==> src/rtl/alu_pkg.sv <==
package alu_pkg;
   typedef enum logic [1:0] {
      OP_ADD = 2'b00,
      OP_SUB = 2'b01,
      OP_AND = 2'b10,
      OP_OR  = 2'b11
   } alu_op_e;

   localparam int ADDER_RIPPLE = 0;
   localparam int ADDER_PREFIX = 1;
endpackage

==> src/rtl/alu_adder.sv <==
module alu_adder #(
   parameter int WIDTH = 32,
   parameter int KIND  = alu_pkg::ADDER_PREFIX
) (
   input  logic [WIDTH-1:0] x_i,
   input  logic [WIDTH-1:0] y_i,
   input  logic             cin_i,
   output logic [WIDTH-1:0] sum_o,
   output logic             cout_o
);
   localparam int COLS   = WIDTH + 1;
   localparam int LEVELS = $clog2(COLS);

   logic [WIDTH-1:0] half;
   logic [WIDTH:0]   cin_vec;

   assign half   = x_i ^ y_i;
   assign sum_o  = half ^ cin_vec[WIDTH-1:0];
   assign cout_o = cin_vec[WIDTH];

   if (KIND == alu_pkg::ADDER_PREFIX) begin : g_prefix
      logic [LEVELS:0][WIDTH:0] gg;
      logic [LEVELS:0][WIDTH:0] pp;
      always_comb begin
         gg = '0;
         pp = '0;
         gg[0][0] = cin_i;
         for (int i = 0; i < WIDTH; i++) begin
            gg[0][i+1] = x_i[i] & y_i[i];
            pp[0][i+1] = x_i[i] | y_i[i];
         end
         for (int l = 0; l < LEVELS; l++) begin
            for (int j = 0; j <= WIDTH; j++) begin
               if (j >= (1 << l)) begin
                  gg[l+1][j] = gg[l][j] | (pp[l][j] & gg[l][j-(1<<l)]);
                  pp[l+1][j] = pp[l][j] & pp[l][j-(1<<l)];
               end else begin
                  gg[l+1][j] = gg[l][j];
                  pp[l+1][j] = pp[l][j];
               end
            end
         end
      end
      assign cin_vec = gg[LEVELS];
   end else begin : g_ripple
      always_comb begin
         cin_vec[0] = cin_i;
         for (int i = 0; i < WIDTH; i++) begin
            cin_vec[i+1] = (x_i[i] & y_i[i]) | (half[i] & cin_vec[i]);
         end
      end
   end
endmodule

==> src/rtl/alu_logic.sv <==
module alu_logic #(
   parameter int WIDTH = 32
) (
   input  logic             use_or_i,
   input  logic [WIDTH-1:0] a_i,
   input  logic [WIDTH-1:0] b_i,
   output logic [WIDTH-1:0] out_o
);
   assign out_o = use_or_i ? (a_i | b_i) : (a_i & b_i);
endmodule

==> src/rtl/alu_flags.sv <==
module alu_flags #(
   parameter int WIDTH = 32
) (
   input  alu_pkg::alu_op_e op_i,
   input  logic             a_msb_i,
   input  logic             b_msb_i,
   input  logic             sum_msb_i,
   input  logic             cout_i,
   input  logic [WIDTH-1:0] res_i,
   output logic             neg_o,
   output logic             zero_o,
   output logic             carry_o,
   output logic             ovf_o
);
   logic arith;
   logic sign_rule;

   assign arith     = ~op_i[1];
   // add wants equal operand signs, subtract wants differing signs
   assign sign_rule = ~(op_i[0] ^ a_msb_i ^ b_msb_i);

   assign neg_o   = res_i[WIDTH-1];
   assign zero_o  = ~|res_i;
   assign carry_o = arith & cout_i;
   assign ovf_o   = arith & (a_msb_i ^ sum_msb_i) & sign_rule;
endmodule

==> src/rtl/alu_core.sv <==
module alu_core #(
   parameter int WIDTH      = 32,
   parameter int ADDER_KIND = alu_pkg::ADDER_PREFIX
) (
   input  logic [WIDTH-1:0] a_i,
   input  logic [WIDTH-1:0] b_i,
   input  logic [1:0]       op_i,
   output logic [WIDTH-1:0] res_o,
   output logic             neg_o,
   output logic             zero_o,
   output logic             carry_o,
   output logic             ovf_o
);
   import alu_pkg::*;

   if (WIDTH < 2) begin : g_bad_width
      $error("alu_core: WIDTH must be at least 2");
   end
   if (ADDER_KIND != ADDER_RIPPLE && ADDER_KIND != ADDER_PREFIX) begin : g_bad_kind
      $error("alu_core: unknown ADDER_KIND");
   end

   alu_op_e          op;
   logic [WIDTH-1:0] b_eff;
   logic [WIDTH-1:0] sum;
   logic             cout;
   logic [WIDTH-1:0] logic_out;

   assign op    = alu_op_e'(op_i);
   assign b_eff = b_i ^ {WIDTH{op_i[0]}};

   alu_adder #(.WIDTH(WIDTH), .KIND(ADDER_KIND)) u_adder (
      .x_i   (a_i),
      .y_i   (b_eff),
      .cin_i (op_i[0]),
      .sum_o (sum),
      .cout_o(cout)
   );

   alu_logic #(.WIDTH(WIDTH)) u_logic (
      .use_or_i(op_i[0]),
      .a_i     (a_i),
      .b_i     (b_i),
      .out_o   (logic_out)
   );

   assign res_o = op_i[1] ? logic_out : sum;

   alu_flags #(.WIDTH(WIDTH)) u_flags (
      .op_i     (op),
      .a_msb_i  (a_i[WIDTH-1]),
      .b_msb_i  (b_i[WIDTH-1]),
      .sum_msb_i(sum[WIDTH-1]),
      .cout_i   (cout),
      .res_i    (res_o),
      .neg_o    (neg_o),
      .zero_o   (zero_o),
      .carry_o  (carry_o),
      .ovf_o    (ovf_o)
   );
endmodule

==> config.mk <==
export PLATFORM = sky130hd
export DESIGN_NAME = alu_core
export DESIGN_NICKNAME = d
export VERILOG_FILES = /design/src/rtl/alu_pkg.sv /design/src/rtl/alu_adder.sv /design/src/rtl/alu_logic.sv /design/src/rtl/alu_flags.sv /design/src/rtl/alu_core.sv
export SDC_FILE = /design/constraint.sdc
export NUM_CORES = 1
export LEC_CHECK = 0
export BUFFER_PORTS_ARGS = -buffer_cell sky130_fd_sc_hd__buf_2
export CORE_ASPECT_RATIO = 0.6
export CORE_MARGIN = 3
export CORE_UTILIZATION = 36
export DETAILED_ROUTE_END_ITERATION = 12
export PLACE_DENSITY = 0.69
export SLEW_MARGIN = 5
export SYNTH_ARGS = -nofsm -noshare
export SYNTH_HDL_FRONTEND = slang
export SYNTH_HIERARCHICAL = 1
export SYNTH_SLANG_ARGS = --single-unit
==> constraint.sdc <==
create_clock -name vclk -period 17.8
set_clock_uncertainty 0.05 [all_clocks]
set_input_delay 4.45 -clock vclk [all_inputs]
set_output_delay 4.45 -clock vclk [all_outputs]
set_load 0.01 [all_outputs]
=== Word level (Yosys, flattened, before mapping) ===
Index checks and enable logic that the tools add are counted.

* Equality and inequality tests: 0
* Bitwise logic cells: 450
* $lt $le $gt $ge: 0
* $mul: 0
* Multiplexer cells: 2
* Div/mod/pow operators: 0
* Reductions and logical operators: 2
* Add/subtract/negate cells: 0
* Shift-type cells: 0

{| class="wikitable"
|+ Operator list
! cell !! count
|-
| $and A1 B1 Y1 || 273
|-
| $or A1 B1 Y1 || 167
|-
| $xor A32 B32 Y32 || 3
|-
| $mux W32 || 2
|-
| $and A32 B32 Y32 || 1
|-
| $or A32 B32 Y32 || 1
|-
| $reduce_or A32 Y1 || 1
|-
| $xor A1 B1 Y1 || 3
|-
| $not A1 Y1 || 2
|-
| $logic_not A1 Y1 || 1
|}

* RAM bits: 0
* Bits in registers: 0
* Memory bits (read-only): 0
* Memories kept: 0
* Input port bits: 66
* Bits in latches: 0
* Logic and storage cells: 454
* Output and inout bits: 36

=== Logic depth before layout (Yosys ltp) ===
* Depth after elaboration: 16
* Mapped depth: 18
* Mapped depth without buffers: 16

=== Modules after synthesis ===
The synthesis kept the hierarchy.

{| class="wikitable"
|+ By module, submodules not included
! module !! area each (µm²) !! instances !! sequential area each (µm²) !! cells an instance
|-
| alu_adder || 2,402.3 || 1 || 0.0 || 347
|-
| alu_core || 863.3 || 1 || 0.0 || 72
|-
| alu_logic || 391.6 || 1 || 0.0 || 35
|-
| alu_flags || 121.4 || 1 || 0.0 || 18
|}

=== Least setup slack after synthesis ===
Ideal clock, no wire load.

* Path type: input-to-output
* Start: in op_i[0]
* End: out zero_o
* Arrival: 8,007 ps
* Data required time: 13,300 ps
* Stages: 17
* Path buffers: 2
* Slack: 5,293 ps
* Path through: buf_2 -> buf_6 -> xor2_1 -> inv_1 -> ha_1 -> or2_4 -> or3_4 -> or4_4 -> a41oi_2 -> o22ai_2 -> o31ai_4 -> mux2i_1 -> a2111oi_2 -> mux2_4 -> nor4_1 -> nand4_1 -> nor2_1

* Elaborated cells between the ends (all ways): 425
* Those cells by class: 2 x mux; 421 x bitwise; 2 x reduce/logical

{| class="wikitable"
|+ RTL lines
! what !! RTL line !! text
|-
| start: declaration || alu_core.sv:7 || <nowiki>input logic [1:0] op_i,</nowiki>
|-
| $xor A32 B32 Y32 (*) || alu_core.sv:30 || <nowiki>assign b_eff = b_i ^ {WIDTH{op_i[0]}};</nowiki>
|-
| via b_eff[16] || alu_core.sv:24 || <nowiki>logic [WIDTH-1:0] b_eff;</nowiki>
|-
| $and A1 B1 Y1 / $or A1 B1 Y1 (equally long branches) || alu_adder.sv:29, alu_adder.sv:30 ||
|-
| $and A1 B1 Y1, on equally long branches || alu_adder.sv:35, alu_adder.sv:36 ||
|-
| $or A1 B1 Y1 / $and A1 B1 Y1 (equally long branches) || alu_adder.sv:35 || <nowiki>gg[l+1][j] = gg[l][j] | (pp[l][j] & gg[l][j-(1<<l)]);</nowiki>
|-
| $or A1 B1 Y1 || alu_adder.sv:35 ||
|-
| $and A1 B1 Y1 || alu_adder.sv:35 ||
|-
| $or A1 B1 Y1 || alu_adder.sv:35 ||
|-
| $and A1 B1 Y1 || alu_adder.sv:35 ||
|-
| $or A1 B1 Y1 || alu_adder.sv:35 ||
|-
| $or A1 B1 Y1 (*) || alu_adder.sv:35 ||
|-
| $xor A32 B32 Y32 (*) || alu_adder.sv:18 || <nowiki>assign sum_o = half ^ cin_vec[WIDTH-1:0];</nowiki>
|-
| via sum[30] || alu_core.sv:25 || <nowiki>logic [WIDTH-1:0] sum;</nowiki>
|-
| $mux W32 (*) || alu_core.sv:47 || <nowiki>assign res_o = op_i[1] ? logic_out : sum;</nowiki>
|-
| via res_o[30] || alu_core.sv:8 || <nowiki>output logic [WIDTH-1:0] res_o,</nowiki>
|-
| $reduce_or A32 Y1 (*) || alu_flags.sv:23 || <nowiki>assign zero_o = ~|res_i;</nowiki>
|-
| $logic_not A1 Y1 (*) || alu_flags.sv:23 ||
|-
| end: declaration || alu_core.sv:10 || <nowiki>output logic zero_o,</nowiki>
|}

Mark *: on every way through the listed nets, which the timed path passes. The rest lies on a longest branch.

=== Worst setup path after layout ===
* Start: in op_i[0]
* End: out zero_o

* Elaborated cells between the ends (all ways): 425
* Those cells by class: 2 x mux; 421 x bitwise; 2 x reduce/logical

{| class="wikitable"
|+ RTL lines
! what !! RTL line !! text
|-
| $xor A32 B32 Y32 (*) || alu_core.sv:30 ||
|-
| via b_eff[17] || alu_core.sv:24 ||
|-
| $or A1 B1 Y1 || alu_adder.sv:30 || <nowiki>pp[0][i+1] = x_i[i] | y_i[i];</nowiki>
|-
| $and A1 B1 Y1, on equally long branches || alu_adder.sv:35, alu_adder.sv:36 ||
|-
| $or A1 B1 Y1 / $and A1 B1 Y1 (equally long branches) || alu_adder.sv:35 ||
|-
| $or A1 B1 Y1 || alu_adder.sv:35 ||
|-
| $and A1 B1 Y1 || alu_adder.sv:35 ||
|-
| $or A1 B1 Y1 || alu_adder.sv:35 ||
|-
| $and A1 B1 Y1 || alu_adder.sv:35 ||
|-
| $or A1 B1 Y1 || alu_adder.sv:35 ||
|-
| $or A1 B1 Y1 (*) || alu_adder.sv:35 ||
|-
| $xor A32 B32 Y32 (*) || alu_adder.sv:18 ||
|-
| via sum[30] || alu_core.sv:25 ||
|-
| $mux W32 (*) || alu_core.sv:47 ||
|-
| $reduce_or A32 Y1 (*) || alu_flags.sv:23 ||
|-
| $logic_not A1 Y1 (*) || alu_flags.sv:23 ||
|}

Marks and branches as above.

==> flow_summary_export.csv <==
group,metric,value,unit
synth,yosysTopAreaCellShare,0.212,
final_layout,diodes,0,
timing,rsz0062_at_grt,"no",
worst_setup_path,cp.arrival,9370,ps
final_layout,nNetsFinal,697,
grt,grt_pass1_wl,16800,um
worst_setup_path,crit_chain,"buf_2 > buf_4 > xor2_1 > inv_1 > ha_1 > or3_4 > or4_4 > a41oi_2 > o22ai_2 > o31ai_4 > mux2i_1 > a2111oi_2 > mux2_4 > nor4_1 > nand4_1 > nor2_1 > buf_2",
clock_network,cts_setup_buffers,0,
drt,wl_per_cell,14.5,um
final_layout,clkbuf_count,0,
timing,final_max_slew_viol_count,0,
power,p_leak,2.27,nW
worst_hold_path,min_path_cells,5,
timing,fmax,72.1,MHz
worst_setup_path,slowest_delay,640,ps
die,die_h,85.4,um
placement,pre_cts_ws,4020,ps
drt,ant_nets,0,
placement,gp_congestion,0.895,
grt,grtUsageTotal,0.166,
worst_setup_path,startpoint,"op_i[0]",
timing,totalNegativeSetupSlack,0,ps
synth,ys_types,57,
timing,worst_slack,3930,ps
final_layout,drive_gt1_frac,0.316,
synth,ys_warn_count,6,
worst_setup_path,path_max_fanout,35,
drt,routed_wl,10100,um
synth,syn_avg_cell_area,8.01,um2
clock_network,postCtsResizedCells,0,
worst_setup_path,startpoint_type,"primary input",
drt,via_per_inst,4.95,
die,start_util,0.376,
synth,ys_seq_area_frac,0,
worst_setup_path,path_class,"in2out",
timing,period_share,0.779,
timing,fin_crit,13870,ps
timing,slew_headroom,0.430,
drt,drc,0,
drt,vias,3461,
outcome,outcome,"finished, final reports clean",
worst_setup_path,cp.depth,17,
worst_setup_path,required,13300,ps
worst_setup_path,crit_end,"zero_o",
final_layout,seq_area,0,um2
worst_setup_path,crit_family,"simple AND/OR/NAND/NOR gates",
drt,drtIter0Drc,134,
die,die_area,0.0118,mm2
worst_setup_path,end_kind,"output port",
placement,hpwl,8870,um
worst_setup_path,cp_slowest_cell,"buf_2",
grt,overflow,0,
synth,ys_top_cells_by_area,"ha_1, mux2_4, xor2_1",
timing,tightest_slew,855,ps
final_layout,design.seq.count,0,
placement,portBuffers,102,
worst_hold_path,hp-class,"in2out",
final_layout,instances_no_fill,699,
grt,antenna_found_initial,0,
worst_setup_path,cp_common_cell,"buf_2",
die,fp.coreArea,0.0101,mm2
timing,finalSetupViolCount,0,
synth,syn-instance-count,472,
worst_setup_path,path_buf_inv,4,
grt,grt_pass1_vias,3441,
synth,synth_area,0.00378,mm2
job,maxCapViolations,0,
drt,first_pass_iters,4,
final_layout,syn_to_final_growth,14.4,%
final_layout,most-common-layout-cells,"buf_2, inv_1, ha_1",
placement,place_inst,699,
synth,synth.largest_area_cell,"ha_1",
worst_hold_path,hold_start,"a_i[31]",
power,power.density,46.1,mW/mm2
power,peakVddDrop,0.0219,mV
clock_network,ctsHoldBuffers,0,
final_layout,final_common_cell,"buf_2",
synth,synth_nets,603,
die,placementRows,28,
die,ios,102,
timing,hold_violations,0,
grt,grt_max_degree,36,
die,die_x,138,um
cells by family after synthesis:
family                     count (synthesis)  share of synthesized area
xor gates and xnor gates                  61                      0.141
buffers and inverters                    102                      0.129
and+or+nand+nor                           96                      0.136
adders and majority gates                 97                      0.312
AOI/OAI and AO/OA                         82                      0.151
muxes                                     34                      0.130
area by class of cell:
type                       instances  area (um2)
tap                              135         169
fill                            1043        5730
timing repair buffer             104         526
inverter                          90         338
multi-input combinational        370        3290
through the flow:
stage | area [um2] | hold slack, ps | total power, W | utilization
after CTS | 4320 | 9350 | 0.000200 | 0.430
final | 4320 | 9360 | 0.000199 | 0.430
after global placement | 4320 | 9360 | 0.000196 | 0.430
after floorplan | 3780 | 8900 | 0.000145 | -
after detailed placement | 4320 | 9340 | 0.000199 | 0.430
after global routing | 4320 | 9380 | 0.000221 | 0.430
cells in the mapped netlist (2+ instances only):
cell type,number
nand2_1,6
or3_1,5
nor2b_1,12
buf_6,7
and2_1,2
a211oi_1,2
nand3_1,5
o31ai_1,3
xor2_1,39
or2_2,3
nor4_1,10
maj3_1,2
xnor2_1,22
a311oi_1,2
o211ai_1,2
o21bai_1,11
nor3_1,4
buf_12,3
inv_1,90
maj3_2,30
mux2i_1,2
ha_1,64
mux2_2,2
a21o_1,5
mux2_4,30
a21oi_1,27
nand4_1,4
o21ai_0,11
a31oi_1,2
o41ai_1,2
nor2_1,34
and3_1,3
or4_1,2
report_power, final:
part           switching (W)  total [W]  internal (W)
Combinational       0.000105   0.000199     0.0000948
Sequential                 0          0             0
Clock                      0          0             0
worst min-delay path by stage:
| stage | end | slack [ps] |
|---|---|---|
| floorplan | carry_o | 8900 |
| CTS | ovf_o | 9350 |
| finish | ovf_o | 9360 |
| global route | ovf_o | 9380 |
| detailed placement | ovf_o | 9340 |
| global placement | ovf_o | 9360 |
tightest hold or removal path, cell delays in order:
cell and delay (ps):
buf_2 130, nor2b_1 60, mux2i_1 130, nor2_1 60, buf_2 130
routing by layer:
layer  vias up  global-route usage  routed length, um
met5         -                   0                  0
met4         0                   0                  0
met3         0              0.0118                464
met2        74               0.263               4150
met1      1594               0.260               5500
li1       1793                   -                  -
Power figures use the tool's default switching activity.
